File: src/rtl/lic_pkg.sv
package lic_pkg;
  typedef enum logic [1:0] {
    CMD_NONE   = 2'd0,
    CMD_READ   = 2'd1,
    CMD_LOCKED = 2'd2
  } lic_cmd_e;
endpackage

File: src/rtl/lic_lane_alloc.sv
module lic_lane_alloc
  import lic_pkg::*;
#(
  parameter int ADDR_W     = 32,
  parameter int SIZE_W     = 5,
  parameter int IDX_W      = 3,
  parameter int LINE_BYTES = 16,
  parameter int NPORTS     = 2
) (
  input  logic                  clk,
  input  logic                  rst_n,
  input  logic                  want,
  input  logic [IDX_W-1:0]      ld_idx,
  input  logic [ADDR_W-1:0]     ld_addr,
  input  logic [SIZE_W-1:0]     ld_size,
  input  logic                  ld_split,
  input  logic                  ld_locked,
  input  logic [1:0]            req_acc,
  output logic                  held,
  output logic                  first_acc,
  output logic                  first_rej,
  output logic                  sec_rej,
  output logic [IDX_W-1:0]      sec_rej_idx,
  output logic                  stash,
  output logic [1:0]            ports_used,
  output logic [1:0]            req_valid,
  output logic [3:0]            req_cmd,
  output logic [2*ADDR_W-1:0]   req_addr,
  output logic [2*SIZE_W-1:0]   req_size,
  output logic [2*IDX_W-1:0]    req_idx
);
  localparam int          OFF_W  = $clog2(LINE_BYTES);
  localparam logic [OFF_W:0] LINE_L = LINE_BYTES[OFF_W:0];
  localparam logic [1:0]  NP     = NPORTS[1:0];

  function automatic logic [SIZE_W-1:0] first_part(input logic [ADDR_W-1:0] a,
                                                   input logic [SIZE_W-1:0] s,
                                                   input logic sp);
    logic [OFF_W:0] room;
    room = LINE_L - {1'b0, a[OFF_W-1:0]};
    return sp ? SIZE_W'(room) : s;
  endfunction

  function automatic logic [ADDR_W-1:0] line_after(input logic [ADDR_W-1:0] a);
    return {a[ADDR_W-1:OFF_W] + 1'b1, {OFF_W{1'b0}}};
  endfunction

  logic                 pend_v;
  logic [IDX_W-1:0]     pend_idx;
  logic [ADDR_W-1:0]    pend_addr;
  logic [SIZE_W-1:0]    pend_size;
  lic_cmd_e             pend_cmd;

  lic_cmd_e             new_cmd;
  logic [SIZE_W-1:0]    lo_sz;
  logic [ADDR_W-1:0]    hi_ad;
  logic [SIZE_W-1:0]    hi_sz;
  logic [1:0]           used;
  logic                 k;

  assign new_cmd = ld_locked ? CMD_LOCKED : CMD_READ;
  assign lo_sz   = first_part(ld_addr, ld_size, ld_split);
  assign hi_ad   = line_after(ld_addr);
  assign hi_sz   = ld_size - lo_sz;

  always_comb begin
    used        = 2'd0;
    k           = 1'b0;
    held        = 1'b0;
    first_acc   = 1'b0;
    first_rej   = 1'b0;
    sec_rej     = 1'b0;
    sec_rej_idx = ld_idx;
    stash       = 1'b0;
    req_valid   = 2'b00;
    req_cmd     = '0;
    req_addr    = '0;
    req_size    = '0;
    req_idx     = '0;
    if (pend_v) begin
      req_valid[0]          = 1'b1;
      req_cmd[1:0]          = pend_cmd;
      req_addr[ADDR_W-1:0]  = pend_addr;
      req_size[SIZE_W-1:0]  = pend_size;
      req_idx[IDX_W-1:0]    = pend_idx;
      used                  = 2'd1;
      if (!req_acc[0]) begin
        sec_rej     = 1'b1;
        sec_rej_idx = pend_idx;
      end
    end
    if (want) begin
      if (used >= NP) begin
        held = 1'b1;
      end else begin
        k                          = used[0];
        req_valid[k]               = 1'b1;
        req_cmd[k*2 +: 2]          = new_cmd;
        req_addr[k*ADDR_W +: ADDR_W] = ld_addr;
        req_size[k*SIZE_W +: SIZE_W] = lo_sz;
        req_idx[k*IDX_W +: IDX_W]  = ld_idx;
        used                       = used + 2'd1;
        if (!req_acc[k]) begin
          first_rej = 1'b1;
        end else begin
          first_acc = 1'b1;
          if (ld_split) begin
            if (used < NP) begin
              req_valid[1]                 = 1'b1;
              req_cmd[3:2]                 = new_cmd;
              req_addr[ADDR_W +: ADDR_W]   = hi_ad;
              req_size[SIZE_W +: SIZE_W]   = hi_sz;
              req_idx[IDX_W +: IDX_W]      = ld_idx;
              used                         = used + 2'd1;
              if (!req_acc[1]) begin
                sec_rej     = 1'b1;
                sec_rej_idx = ld_idx;
              end
            end else begin
              stash = 1'b1;
            end
          end
        end
      end
    end
    ports_used = used;
  end

  always_ff @(posedge clk or negedge rst_n) begin
    if (!rst_n) begin
      pend_v    <= 1'b0;
      pend_idx  <= '0;
      pend_addr <= '0;
      pend_size <= '0;
      pend_cmd  <= CMD_NONE;
    end else if (stash) begin
      pend_v    <= 1'b1;
      pend_idx  <= ld_idx;
      pend_addr <= hi_ad;
      pend_size <= hi_sz;
      pend_cmd  <= new_cmd;
    end else begin
      pend_v    <= 1'b0;
    end
  end
endmodule

File: src/rtl/lic_outstanding.sv
module lic_outstanding #(
  parameter int LQ_DEPTH = 8,
  parameter int IDX_W    = 3
) (
  input  logic             clk,
  input  logic             rst_n,
  input  logic             set_v,
  input  logic [IDX_W-1:0] set_idx,
  input  logic [1:0]       set_cnt,
  input  logic             dec_v,
  input  logic [IDX_W-1:0] dec_idx,
  input  logic             rsp_v,
  input  logic [IDX_W-1:0] rsp_idx,
  output logic             done_v,
  output logic [IDX_W-1:0] done_idx
);
  logic [1:0] cnt [LQ_DEPTH];

  for (genvar e = 0; e < LQ_DEPTH; e++) begin : g_ent
    logic [1:0] c;
    logic [1:0] nxt;
    always_comb begin
      nxt = c;
      if (rsp_v && rsp_idx == IDX_W'(e) && nxt != 2'd0) nxt = nxt - 2'd1;
      if (set_v && set_idx == IDX_W'(e)) nxt = set_cnt;
      if (dec_v && dec_idx == IDX_W'(e) && nxt != 2'd0) nxt = nxt - 2'd1;
    end
    always_ff @(posedge clk or negedge rst_n) begin
      if (!rst_n) c <= 2'd0;
      else        c <= nxt;
    end
    assign cnt[e] = c;
  end

  assign done_v   = rsp_v && (cnt[rsp_idx] == 2'd1);
  assign done_idx = rsp_idx;
endmodule

File: src/rtl/lic_block_rec.sv
module lic_block_rec #(
  parameter int SEQ_W = 16
) (
  input  logic             clk,
  input  logic             rst_n,
  input  logic             rec_v,
  input  logic [SEQ_W-1:0] rec_seq,
  input  logic             clr,
  input  logic             mark,
  output logic             blk_v,
  output logic [SEQ_W-1:0] blk_seq,
  output logic             blk_hnd
);
  logic take;
  assign take = rec_v && (!blk_v || rec_seq <= blk_seq);

  always_ff @(posedge clk or negedge rst_n) begin
    if (!rst_n) begin
      blk_v   <= 1'b0;
      blk_seq <= '0;
      blk_hnd <= 1'b0;
    end else if (take) begin
      blk_v   <= 1'b1;
      blk_seq <= rec_seq;
      blk_hnd <= 1'b0;
    end else begin
      if (clr)  blk_v   <= 1'b0;
      if (mark) blk_hnd <= 1'b1;
    end
  end
endmodule

File: src/rtl/load_issue_ctrl.sv
module load_issue_ctrl #(
  parameter int LQ_DEPTH   = 8,
  parameter int SEQ_W      = 16,
  parameter int ADDR_W     = 32,
  parameter int SIZE_W     = 5,
  parameter int LINE_BYTES = 16,
  parameter int NPORTS     = 2,
  localparam int IDX_W     = $clog2(LQ_DEPTH),
  localparam int CNT_W     = IDX_W + 1
) (
  input  logic                 clk,
  input  logic                 rst_n,
  input  logic                 ld_valid,
  input  logic [IDX_W-1:0]     ld_idx,
  input  logic [SEQ_W-1:0]     ld_seq,
  input  logic [ADDR_W-1:0]    ld_addr,
  input  logic [SIZE_W-1:0]    ld_size,
  input  logic                 ld_uncached,
  input  logic                 ld_split,
  input  logic                 ld_locked,
  input  logic                 ld_at_commit,
  input  logic [IDX_W-1:0]     lq_head,
  input  logic [CNT_W-1:0]     lq_count,
  output logic                 ld_ready,
  output logic                 ld_resched,
  output logic                 ld_fault,
  output logic [1:0]           req_valid,
  output logic [3:0]           req_cmd,
  output logic [2*ADDR_W-1:0]  req_addr,
  output logic [2*SIZE_W-1:0]  req_size,
  output logic [2*IDX_W-1:0]   req_idx,
  input  logic [1:0]           req_acc,
  output logic [1:0]           ports_used,
  output logic                 retry,
  input  logic                 rsp_valid,
  input  logic [IDX_W-1:0]     rsp_idx,
  output logic                 done_valid,
  output logic [IDX_W-1:0]     done_idx,
  input  logic                 blk_mark_handled,
  input  logic                 blk_clear,
  output logic                 blk_valid,
  output logic [SEQ_W-1:0]     blk_seq,
  output logic                 blk_handled,
  output logic                 lq_full
);
  localparam logic [CNT_W-1:0] FULL_AT = CNT_W'(LQ_DEPTH - 1);

  function automatic logic uc_blocked(input logic uc, input logic [IDX_W-1:0] idx,
                                      input logic [IDX_W-1:0] head, input logic at_c);
    return uc && !(idx == head && at_c);
  endfunction

  logic             uc_gate_fail;
  logic             want;
  logic             held;
  logic             first_acc;
  logic             first_rej;
  logic             sec_rej;
  logic [IDX_W-1:0] sec_rej_idx;
  logic             stash;

  assign uc_gate_fail = ld_valid && uc_blocked(ld_uncached, ld_idx, lq_head, ld_at_commit);
  assign want         = ld_valid && !uc_gate_fail;
  assign ld_ready     = !held;
  assign ld_resched   = uc_gate_fail;
  assign ld_fault     = uc_gate_fail;
  assign retry        = sec_rej;
  assign lq_full      = (lq_count >= FULL_AT);

  lic_lane_alloc #(
    .ADDR_W(ADDR_W), .SIZE_W(SIZE_W), .IDX_W(IDX_W),
    .LINE_BYTES(LINE_BYTES), .NPORTS(NPORTS)
  ) u_lanes (
    .clk(clk), .rst_n(rst_n), .want(want),
    .ld_idx(ld_idx), .ld_addr(ld_addr), .ld_size(ld_size),
    .ld_split(ld_split), .ld_locked(ld_locked), .req_acc(req_acc),
    .held(held), .first_acc(first_acc), .first_rej(first_rej),
    .sec_rej(sec_rej), .sec_rej_idx(sec_rej_idx), .stash(stash),
    .ports_used(ports_used), .req_valid(req_valid), .req_cmd(req_cmd),
    .req_addr(req_addr), .req_size(req_size), .req_idx(req_idx)
  );

  lic_outstanding #(.LQ_DEPTH(LQ_DEPTH), .IDX_W(IDX_W)) u_outst (
    .clk(clk), .rst_n(rst_n),
    .set_v(first_acc), .set_idx(ld_idx), .set_cnt(ld_split ? 2'd2 : 2'd1),
    .dec_v(sec_rej), .dec_idx(sec_rej_idx),
    .rsp_v(rsp_valid), .rsp_idx(rsp_idx),
    .done_v(done_valid), .done_idx(done_idx)
  );

  lic_block_rec #(.SEQ_W(SEQ_W)) u_blk (
    .clk(clk), .rst_n(rst_n),
    .rec_v(first_rej), .rec_seq(ld_seq),
    .clr(blk_clear), .mark(blk_mark_handled),
    .blk_v(blk_valid), .blk_seq(blk_seq), .blk_hnd(blk_handled)
  );
endmodule

File: config.mk
export PLATFORM = sky130hd
export DESIGN_NAME = load_issue_ctrl
export DESIGN_NICKNAME = d
export VERILOG_FILES = /design/src/rtl/lic_pkg.sv /design/src/rtl/lic_lane_alloc.sv /design/src/rtl/lic_outstanding.sv /design/src/rtl/lic_block_rec.sv /design/src/rtl/load_issue_ctrl.sv
export SDC_FILE = /design/constraint.sdc
export NUM_CORES = 1
export LEC_CHECK = 0
export BUFFER_PORTS_ARGS = -buffer_cell sky130_fd_sc_hd__buf_2
export CAP_MARGIN = 20
export CORE_MARGIN = 2
export CORE_UTILIZATION = 55
export CTS_CLUSTER_DIAMETER = 200
export CTS_CLUSTER_SIZE = 30
export DETAILED_ROUTE_END_ITERATION = 12
export GPL_TIMING_DRIVEN = 0
export PLACE_DENSITY = 0.91
export SLEW_MARGIN = 20
export SYNTH_ARGS = -nofsm -noshare
export SYNTH_HDL_FRONTEND = slang
export SYNTH_SLANG_ARGS = --single-unit
File: constraint.sdc
create_clock -name clk -period 7 [get_ports clk]
set_input_delay 0.7 -clock clk [delete_from_list [all_inputs] [get_ports clk]]
set_output_delay 0.7 -clock clk [all_outputs]
set_load 0.02 [all_outputs]
==> summary.txt, run 1 <==
Outcome
  – Status: finished clean

Die
  – Die W: approximately 120 µm
  – Top Ports: 193
  – Chip height: 116 µm
  – Core area: 0.0121 mm²
  – Row count: 40
  – Initial Util: 56.7%
  – Die area: 0.0134 mm²

Detailed routing
  – Routed WL: 22,400 µm
  – Met3 wire length: about 2300 µm
  – Vias: 7,832
  – WL met1: slightly below 9000 µm
  – Initial DRC count: about 900
  – Average wire per cell in the routed design: 18.1 µm
  – ANT nets after route: 0
  – Via/cell ratio: 6.32
  – DRC: 0
  – Pre-antenna DRT Iters: 6
  – Met2 WL: 10,400 µm
  – Top sig layer: met4

Placement
  – Area after DPL: around 0.008 mm²
  – Post-DP HPWL: 16,500 µm
  – Gpl congestion: 0.989
  – # port buffers: 180

Clock tree
  – CTS max path bufs: 2
  – H-tree depth: 3
  – CTS tree: built
  – Clock slew at reported path FFs: 0.06 ns
  – Num CTS Buffers: 9
  – CTS resizes: 0
  – Root Buffer: clkbuf_16
  – Insertion delay to the later sink of the worst-skew pair: 0.34 ns
  – Clock sink count: 73
  – # Post-CTS Setup Buffers: 0
  – Hold_buf cts: 0

Cells and area
  – Nets: 1,183
  – Leading cell types in the layout, fill and taps excluded: buf_2 (189), nand2_1 (120), o21ai_0 (79), dfrtp_1 (73), inv_1 (59)
  – Design Area, Final: 0.00834 mm²
  – Diode count: 0
  – Synth-to-layout area growth: 21.4%
  – Fillers: 983
  – Share of cells above drive strength 1: approximately 22%
  – Leading cell type in the layout, fill and taps excluded: buf_2
  – FF+latch area: 0.00183 mm²
  – Area occupied by multi-input gates: ~0.0045 mm²

Synth
  – Post-synth EDFFs: 0
  – Post-synthesis sequential area ratio: 26.6%
  – Mux cell area share after synthesis: 7.37%
  – Post-synth ARST share: 100%
  – Largest family of logic cells by synthesized area: simple AND/OR/NAND/NOR gates
  – Synth Area in XOR/XNOR: ~7.2%
  – Post-Syn Nets: 991
  – Mean Syn Cell Area: roughly 7.9 µm²
  – Adder-cell area share of the yosys netlist: 7.17%
  – Synthesized area: 0.00687 mm²
  – Mapped Cells: 875
  – Synth Area in Compound Gates: 20.2%
  – Post-Synth Simple-Gate Area: 23.7%
  – Synth warnings: 0
  – Flops & latches, synth: 73
  – Main synth FF type: dfrtp_1
  – Distinct cells, synth: 71

Pwr
  – LEAKAGE: around 4.0 nW
  – Peak supply drop: roughly 0.12 mV
  – Pwr/cell area: 240 mW/mm²

STA
  – Max_slew headroom: 40.5%
  – Minimum clock period: 4.34 ns
  – Worst Skew: 0.00679 ns
  – FMAX: about 0.23 GHz
  – Least-Margin Pin Slew: 0.880 ns
  – Final TNS setup: 0 ns
  – Hold Fails Final Rpt: 0
  – Final setup viols: 0
  – Max-slew violations: 0
  – RSZ-0062 raised after global routing: no
  – Final period util: between 60% and 70%

Run
  – Max Cap Violations: 0

Global route
  – Global-route wire length before repair: 35,000 µm
  – Vias in the first global route: ~7.3k
  – Largest net degree at the start of global routing: 59
  – Antenna violations before repair: 0
  – Total GRT Usage: roughly a third
  – Total grt overflow: 0

Critical path
  – CP arrival: 3.64 ns
  – Critical R2R Launch: u_blk.blk_seq[11]
  – Worst path required time: 6.30 ns
  – CP Max Fanout: 10
  – R2R depth: 8
  – CP Class: input pin to output port
  – CP Launch Type: input pin
  – R2R Setup Slk: 4.28 ns
  – CP Capture Type: output port
  – FF-to-FF End: u_blk.blk_seq[5]

Min path
  – Tightest Hold Check Type: input pin to async pin
-- report_power, final --
group | switching [mW] | internal [mW]
Combinational | 0.548 | 0.342
Sequential | 0.0776 | 0.518
Clock | 0.188 | 0.330
-- stage by stage --
step	instances	power [mW]	worst slack (ns)	utilization (%)	hold slack [ns]
floorplan	875	1.19	3.20	-	0.404
global placement	1223	1.42	2.76	65.9	0.462
detailed placement	1224	1.47	2.75	66.2	0.471
CTS	1240	1.98	2.73	68.9	0.243
global route	1240	2.12	2.48	68.9	0.242
finish	1240	2.00	2.66	68.9	0.241
-- worst max-delay path, stage by stage --
cell	delay, ns
clkbuf_1	0.34
clkbuf_1	0.46
o21ai_0	0.30
ha_1	0.28
fa_1	0.45
inv_1	0.12
a21oi_1	0.06
o311ai_2	0.36
mux2i_1	0.26
o22ai_1	0.11
buf_2	0.20
-- state kept, by name (all words and copies together), names as in the netlist --
register,flops
u_lanes.pend_v,1
u_lanes.pend_size,5
u_lanes.pend_addr,28
u_outst.g_ent.c,16
u_blk.blk_v,1
u_blk.blk_hnd,1
u_lanes.pend_idx,3
u_blk.blk_seq,16
u_lanes.pend_cmd,2
-- kinds of logic after synthesis --
family | Yosys count
other | 1
DFF | 73
and+or+nand+nor | 324
buffers and inverters | 129
muxes | 47
adders and majority gates | 39
xor gates and xnor gates | 51
AOI/OAI and AO/OA | 211
-- per-layer routing --
layer / track usage [%] / up-vias
li1: - / 3519
met1: 42.5 / 3635
met2: 52.2 / 562
met3: 5.54 / 116
met4: 18.0 / 0
met5: 0 / -
-- cell usage after synthesis, types with 4 or more instances --
cell type	count	area, µm²
a22o_1	6	52.6
buf_2	10	50.1
inv_1	59	221
and2_1	12	75.1
buf_4	7	52.6
and3_1	21	131
xor2_1	17	149
ha_1	37	463
nor3_1	24	120
xnor2_1	31	272
a22oi_1	16	120
nor2b_1	9	56.3
nor2_1	32	120
nand3_1	33	165
o31ai_1	19	143
nor4_1	5	31.3
nand2b_1	7	43.8
a21o_1	7	52.6
clkbuf_1	47	176
buf_1	4	15.0
o21a_1	4	30.0
or3_1	13	81.3
o22ai_1	5	31.3
a21oi_1	27	135
nand2_1	120	450
a31oi_1	7	43.8
mux2_2	9	101
o311ai_0	16	140
o21ai_0	79	395
mux2i_1	36	360
nand4_1	31	194
dfrtp_1	73	1830
-- area by class of cell --
type / instances / area share, %
Buffer: 70 / 3.79
Clock buffer: 11 / 3.03
Inverter: 59 / 2.65
Tap cell: 168 / 2.52
Multi-Input combinational cell: 673 / 54.0
Clock inverter: 5 / 0.930
Timing Repair Buffer: 181 / 11.2
Sequential cell: 73 / 21.9
-- worst max-delay path by stage --
stage                        start     endpoint
after floorplan           ld_split  req_size[9]
after global placement    ld_split  req_size[9]
after detailed placement  ld_split  req_size[9]
after CTS                 ld_split  req_size[9]
after global routing      ld_split  req_size[9]
final                     ld_split  req_size[9]
Power figures use the tool's default switching activity.
==> run 2: changes to the inputs <==
Settings changed: ABC_AREA set to 1, CORE_UTILIZATION 55 to 48, PLACE_DENSITY 0.91 to 0.85.
Clock period 7 ns to 3.7 ns, I/O delays scaled along.
==> run 2 against run 1 <==
Effect of this change: final cell count up 9.4%; sequential power up 68%; global-route usage down 5.9 points; clock skew up 0.0024 ns; critical endpoint unchanged; largest cell class unchanged.
==> summary.txt, run 2 <==
STA
  – Least-Margin Pin Slew: 0.726 ns (-0.154 ns)
  – Final setup viols: 0 (unchanged)
  – Worst Skew: 0.00923 ns (+0.00244 ns)
  – RSZ-0062 raised after global routing: no
  – FMAX: ~0.3 GHz
  – Max_slew headroom: 51.2% (+11 points)
  – Minimum clock period: 3.35 ns
  – Max-slew violations: 0 (unchanged)
  – Hold Fails Final Rpt: 0 (unchanged)
  – Final TNS setup: 0 ns (unchanged)
  – Final period util: just over 90%

Synth
  – Distinct cells, synth: 43 (-39%)
  – Largest cells by area after synthesis: dfrtp_1 (28%), nand2_1 (17%), inv_1 (7.9%)
  – Most common cell in the netlist: nand2_1
  – Largest area contributor in the netlist: dfrtp_1
  – Post-Syn Nets: 1,089 (+9.9%)
  – Mean Syn Cell Area: 6.63 µm² (-16%)
  – Flops & latches, synth: 73 (unchanged)
  – Post-synth ARST share: 100% (unchanged)
  – Synth top cells by count: nand2_1 (288), inv_1 (136), nor2_1 (96)
  – Post-synthesis sequential area ratio: 28.3% (+1.8 points)
  – Post-synth EDFFs: 0 (unchanged)
  – Synth warnings: 0 (unchanged)
  – Synthesized area: 0.00645 mm² (-6.2%)
  – Main synth FF type: dfrtp_1
  – Post-synth top area share: 28.3% (+1.8 points)
  – Mapped Cells: 973 (+11%)

Detailed routing
  – Vias: 7,062 (-9.8%)
  – Via/cell ratio: 5.21 (-18%)
  – Average wire per cell in the routed design: 14.0 µm (-23%)
  – Pre-antenna DRT Iters: 5 (-1)
  – Routed WL: 19,000 µm (-15%)
  – DRC: 0 (unchanged)
  – ANT nets after route: 0 (unchanged)
  – Initial DRC count: 475 (-48%)

Die
  – Die W: 120 µm (+3.5%)
  – Die area: 0.0144 mm² (+7.2%)
  – Chip height: 120 µm (+3.5%)
  – Row count: 42 (+5.0%)
  – Initial Util: 48.9% (-7.9 points)
  – Core area: 0.0132 mm² (+8.9%)
  – Top Ports: 193 (unchanged)

Critical path
  – CP Class: input pin to output port
  – R2R depth: 15 (+7)
  – Slowest CP cell: buf_1
  – Cell Chain, Critical Path: buf_2, clkbuf_1, buf_1, nand2_1, o21ai_0, inv_1, ha_1, fa_1, inv_1, a21oi_1, nand2_1, nand2_1, nand2_1, nand3_1, nand2_1, buf_2
  – CP arrival: 2.98 ns (-0.66 ns)
  – Family with the most delay on the worst path: buffers and inverters
  – Critical path depth: 16 (+5)
  – CP startpoint: ld_split
  – Largest stage delay, worst path: 0.51 ns (+0.05 ns)
  – CP Capture Type: output port
  – WP buf/inv: 6 (+2)
  – Worst path required time: 3.33 ns (-2.97 ns)
  – Critical R2R Launch: u_lanes.pend_v
  – CP Max Fanout: 10 (unchanged)
  – Most frequent CP cell: nand2_1
  – CP Launch Type: input pin

Cells and area
  – Top flop regs: u_lanes.pend_addr x28, u_blk.blk_seq x16, u_outst.g_ent.c x16
  – Nets: 1,291 (+9.1%)
  – Share of cells above drive strength 1: 23.1% (+0.85 points)
  – Number of flip-flops under the largest register name: 28 (unchanged)
  – Fillers: 1,236 (+26%)
  – Leading cell type in the layout, fill and taps excluded: nand2_1
  – Diode count: 0 (unchanged)
  – Leading cell types in the layout, fill and taps excluded: nand2_1 (288), buf_2 (194), inv_1 (136), nor2_1 (96), dfrtp_1 (73)
  – Synth-to-layout area growth: 22.9%
  – Design Area, Final: 0.00792 mm² (-5.1%)
  – Top reg by flops: u_lanes.pend_addr

Global route
  – Total GRT Usage: 26.8% (-5.9 points)
  – Global-route wire length before repair: 31,200 µm (-11%)
  – Vias in the first global route: 6,550 (-11%)
  – Total grt overflow: 0 (unchanged)
  – Antenna violations before repair: 0 (unchanged)
  – Largest net degree at the start of global routing: 40 (-32%)

Min path
  – Tightest Hold Check Type: input pin to async pin

Clock tree
  – # Post-CTS Setup Buffers: 0 (unchanged)
  – CTS max path bufs: 2 (unchanged)
  – CTS tree: built
  – Clock slew at reported path FFs: 0.06 ns (about the same)
  – Root Buffer: clkbuf_16
  – Insertion delay to the later sink of the worst-skew pair: 0.34 ns (about the same)
  – Hold_buf cts: 0 (unchanged)
  – Num CTS Buffers: 9 (unchanged)
  – CTS resizes: 0 (unchanged)
  – Clock sink count: 73 (unchanged)
  – H-tree depth: 3 (unchanged)

Run
  – Max Cap Violations: 0 (unchanged)

Placement
  – Post-DP HPWL: 14,800 µm (-9.9%)
  – Gpl congestion: 0.984 (-0.55%)
  – # port buffers: 190 (+5.6%)
  – Area after DPL: 0.00764 mm² (-4.7%)

Outcome
  – Status: finished clean

Pwr
  – Pwr/cell area: 390 mW/mm² (+63%)
  – LEAKAGE: 4.53 nW (+13%)
  – Peak supply drop: 0.199 mV (+67%)
## run 2: changes by cell type in the layout (fill, tap and decap cells not counted), sizes merged, moves of 14 or more
| cell | delta |
|---|---|
| xnor2 | -33 |
| mux2i | -37 |
| inv | +82 |
| nand4 | -15 |
| xor2 | +15 |
| a22oi | -14 |
| o311ai | -17 |
| clkbuf | -35 |
| nand2 | +172 |
| and3 | -21 |
| nand3 | +19 |
| o31ai | -19 |
| nor2 | +67 |
| o22ai | +29 |
## run 2: worst paths after layout
check                                         to  slack [ns]
setup / recovery                     req_size[9]        0.35
hold reg to reg            u_lanes.pend_addr[10]        0.48
hold / removal             u_lanes.pend_addr[10]       0.004
max in group asynchronous  u_outst.g_ent[0].c[1]        3.09
min in group clk                     u_blk.blk_v        0.20
setup reg to reg           u_outst.g_ent[5].c[1]        1.26
## run 2: metal layers
metal / vias up / global-route usage, % / share of wire (%)
li1: 3533 / - / -
met1: 3196 / 36.5 / 45
met2: 292 / 43.1 / 46
met3: 41 / 3.52 / 6.7
met4: 0 / 11.1 / 2.6
met5: - / 0 / 0
## run 2: cell families (layout without fill, tap and decap cells)
group / Yosys count / after routing / synth area share [%]
buffers and inverters: 179 / 386 / 12.0
DFF: 73 / 73 / 28.3
and+or+nand+nor: 494 / 494 / 32.6
AOI/OAI and AO/OA: 155 / 155 / 15.1
other: 1 / 1 / 0.0582
xor gates and xnor gates: 33 / 33 / 4.48
adders and majority gates: 38 / 38 / 7.49
## run 2: power by group
part | switching, mW | internal, mW | total (mW)
Combinational | 0.787 | 0.472 | 1.26
Sequential | 0.0719 | 0.928 | 1.00
Clock | 0.359 | 0.476 | 0.835
## run 2: area by class of cell
class | count | area [µm²] | area share [%]
flip-flops and latches | 73 | 1830 | 23.1
clock inverters | 5 | 40.0 | 0.505
plain buffers | 38 | 239 | 3.02
clock buffers | 11 | 243 | 3.06
inverters | 141 | 532 | 6.71
well taps | 176 | 220 | 2.78
repair buffers | 191 | 973 | 12.3
multi-input cells | 721 | 3850 | 48.6
## run 2: through the flow
stage                     std cells  util, %  setup WS [ns]  hold WS [ns]  total power [mW]
after global routing           1356     60.1          0.134        0.0496              3.36
after CTS                      1356     60.1          0.385        0.0219              3.11
after global placement         1339     57.8          0.445         0.457              2.21
after floorplan                 973        -           1.08        0.0744              1.90
after detailed placement       1340     57.9          0.397         0.389              2.26
final                          1356     60.1          0.349       0.00402              3.09
## run 2: worst reg2reg max path: cells and delay by family (launching register included)
kind,cells,cell delay [ns]
fa+ha+maj,1,0.14
buf+inv,5,0.72
flops,1,0.39
simple gates,9,1.08
==> run 3: changes to the inputs <==
Settings changed: PLACE_DENSITY 0.85 to 0.83.
==> run 3 against run 2 <==
Effect of this change: non-clock buffer count unchanged; maximum frequency down 0.21%; sequential cell count unchanged; clock skew up 0.0026 ns; critical path type unchanged.
==> summary.txt, run 3 (synthesized netlist as in run 2, its figures left out) <==
Detailed routing
  – Average wire per cell in the routed design: 13.8 µm (-1.2%)
  – Via/cell ratio: 5.23 (+0.40%)
  – Vias: 7,090 (+0.40%)
  – Initial DRC count: 531 (+12%)
  – Routed WL: 18,800 µm (-1.2%)
  – ANT nets after route: 0 (unchanged)
  – Pre-antenna DRT Iters: 9 (+4)
  – DRC: 0 (unchanged)

Die
  – Die area: 0.0144 mm² (unchanged)
  – Initial Util: 48.9% (unchanged)
  – Die W: 120 µm (unchanged)
  – Chip height: 120 µm (unchanged)
  – Top Ports: 193 (unchanged)
  – Core area: 0.0132 mm² (unchanged)
  – Row count: 42 (unchanged)

Global route
  – Vias in the first global route: 6,418 (-2.0%)
  – Total grt overflow: 0 (unchanged)
  – Total GRT Usage: 26.3% (-0.48 points)
  – Global-route wire length before repair: 30,600 µm (-1.7%)
  – Antenna violations before repair: 0 (unchanged)
  – Largest net degree at the start of global routing: 44 (+10%)

Pwr
  – Sw Ratio: 37.5% (-1.9 points)
  – Cell Int Power: 2.01 mW (+7.2%)
  – Seq pwr share: 31.1% (-1.2 points)
  – Peak supply drop: 0.236 mV (+19%)
  – Switching power: 1.20 mW (-1.0%)
  – Combinational Power Share: 39.2% (-1.5 points)
  – Pwr/cell area: 404 mW/mm² (+3.5%)
  – LEAKAGE: 4.56 nW (+0.54%)
  – Clock Power Share: 29.8% (+2.8 points)

Clock tree
  – H-tree depth: 3 (unchanged)
  – # Post-CTS Setup Buffers: 0 (unchanged)
  – Clock slew at reported path FFs: 0.06 ns (about the same)
  – CTS resizes: 0 (unchanged)
  – CTS max path bufs: 2 (unchanged)
  – CTS tree: built
  – Clock sink count: 73 (unchanged)
  – Num CTS Buffers: 9 (unchanged)
  – Insertion delay to the later sink of the worst-skew pair: 0.34 ns (about the same)
  – Hold_buf cts: 0 (unchanged)
  – Root Buffer: clkbuf_16

Cells and area
  – FF+latch area: 0.00183 mm² (unchanged)
  – Leading cell types in the layout, fill and taps excluded: nand2_1 (288), buf_2 (194), inv_1 (136), nor2_1 (96), dfrtp_1 (73)
  – Fillers: 1,260 (+1.9%)
  – Area occupied by multi-input gates: 0.00385 mm² (unchanged)
  – Top reg by flops: u_lanes.pend_addr
  – Synth-to-layout area growth: 23.5%
  – Leading cell type in the layout, fill and taps excluded: nand2_1
  – Nets: 1,291 (unchanged)
  – Top flop regs: u_lanes.pend_addr x28, u_blk.blk_seq x16, u_outst.g_ent.c x16
  – Post-Layout Cell Count: 1,356 (unchanged)
  – Diode count: 0 (unchanged)
  – Share of cells above drive strength 1: 23.0% (-0.085 points)
  – Number of flip-flops under the largest register name: 28 (unchanged)

STA
  – Max-slew violations: 0 (unchanged)
  – Max_slew headroom: 54.2% (+3.0 points)
  – Hold Fails Final Rpt: 0 (unchanged)
  – RSZ-0062 raised after global routing: no
  – Worst Skew: 0.0118 ns (+0.00257 ns)
  – Least-Margin Pin Slew: 0.681 ns (-0.0449 ns)
  – Final setup viols: 0 (unchanged)
  – Hold WS: 0.0280 ns (+0.0240 ns)
  – Final period util: 90.8% (+0.19 points)
  – Final TNS setup: 0 ns (unchanged)
  – FMAX: 0.298 GHz (-0.21%)
  – Minimum clock period: 3.36 ns (+0.00719 ns)

Min path
  – Tightest Hold Check Type: input pin to async pin

Placement
  – # port buffers: 190 (unchanged)
  – Gpl congestion: 0.968 (-1.6%)
  – Placed insts: 1,340 (unchanged)
  – Post-DP HPWL: 14,800 µm (-0.10%)

Critical path
  – CP arrival: 2.99 ns (about the same)
  – CP Capture Type: output port
  – R2R depth: 15 (unchanged)
  – Worst path required time: 3.33 ns (about the same)
  – CP Max Fanout: 10 (unchanged)
  – CP Class: input pin to output port
  – CP Launch Type: input pin

Run
  – Max Cap Violations: 0 (unchanged)

Outcome
  – Status: finished clean
## run 3: cell types whose count changed in the layout (fill, tap and decap cells not counted), sizes merged
cell      delta
bufinv       +2
clkbuf       +1
clkinvlp     -2
inv          -1
## run 3: final timing paths
path	from	endpoint	slack [ns]
hold / removal	rst_n	u_lanes.pend_addr[10]	0.03
setup / recovery	ld_split	req_size[9]	0.34
setup reg to reg	u_lanes.pend_v	u_outst.g_ent[5].c[0]	1.27
max in group asynchronous	rst_n	u_outst.g_ent[5].c[0]	3.07
hold reg to reg	u_lanes.pend_addr[10]	u_lanes.pend_addr[10]	0.48
min in group clk	blk_clear	u_blk.blk_v	0.21
## run 3: final cells by class
cell class,instances,share of cell area [%]
multi-input cells,721,48.3
flip-flops and latches,73,22.9
repair buffers,191,12.2
inverters,141,6.68
clock buffers,12,3.10
plain buffers,38,3.00
well taps,176,2.77
clock inverters,4,0.959
## run 3: stage by stage
stage / total power, mW / util (%) / instance area [µm²] / worst slack, ns
after floorplan: 1.90 / - / 6450 / 1.08
after global placement: 2.21 / 57.8 / 7620 / 0.398
after detailed placement: 2.26 / 57.9 / 7640 / 0.386
after CTS: 3.23 / 60.4 / 7960 / 0.367
after global routing: 3.47 / 60.4 / 7960 / 0.138
final: 3.22 / 60.4 / 7960 / 0.342
## run 3: worst max-delay path, stage by stage
cell	delay, ns
buf_2	0.13
clkbuf_1	0.34
buf_1	0.49
nand2_1	0.13
o21ai_0	0.16
inv_1	0.09
ha_1	0.22
fa_1	0.36
inv_1	0.09
a21oi_1	0.08
nand2_1	0.08
nand2_1	0.05
nand2_1	0.07
nand3_1	0.07
nand2_1	0.10
buf_2	0.17
## run 3: layer usage
metal / up-vias / global-route usage, % / routed length (µm)
met3: 32 / 4.37 / 1490
met4: 0 / 9.04 / 404
li1: 3532 / - / -
met5: - / 0 / 0
met2: 318 / 43.0 / 8740
met1: 3208 / 35.4 / 8140
## run 3: power groups by stage
stage	Clock (mW)	Combinational, mW	Sequential, mW
2_1_floorplan	0	0.851	1.05
4_1_cts	0.971	1.26	1.00
3_3_place_gp	0	1.20	1.01
6_report	0.957	1.26	0.999
3_5_place_dp	0	1.25	1.01
5_1_grt	1.00	1.45	1.02
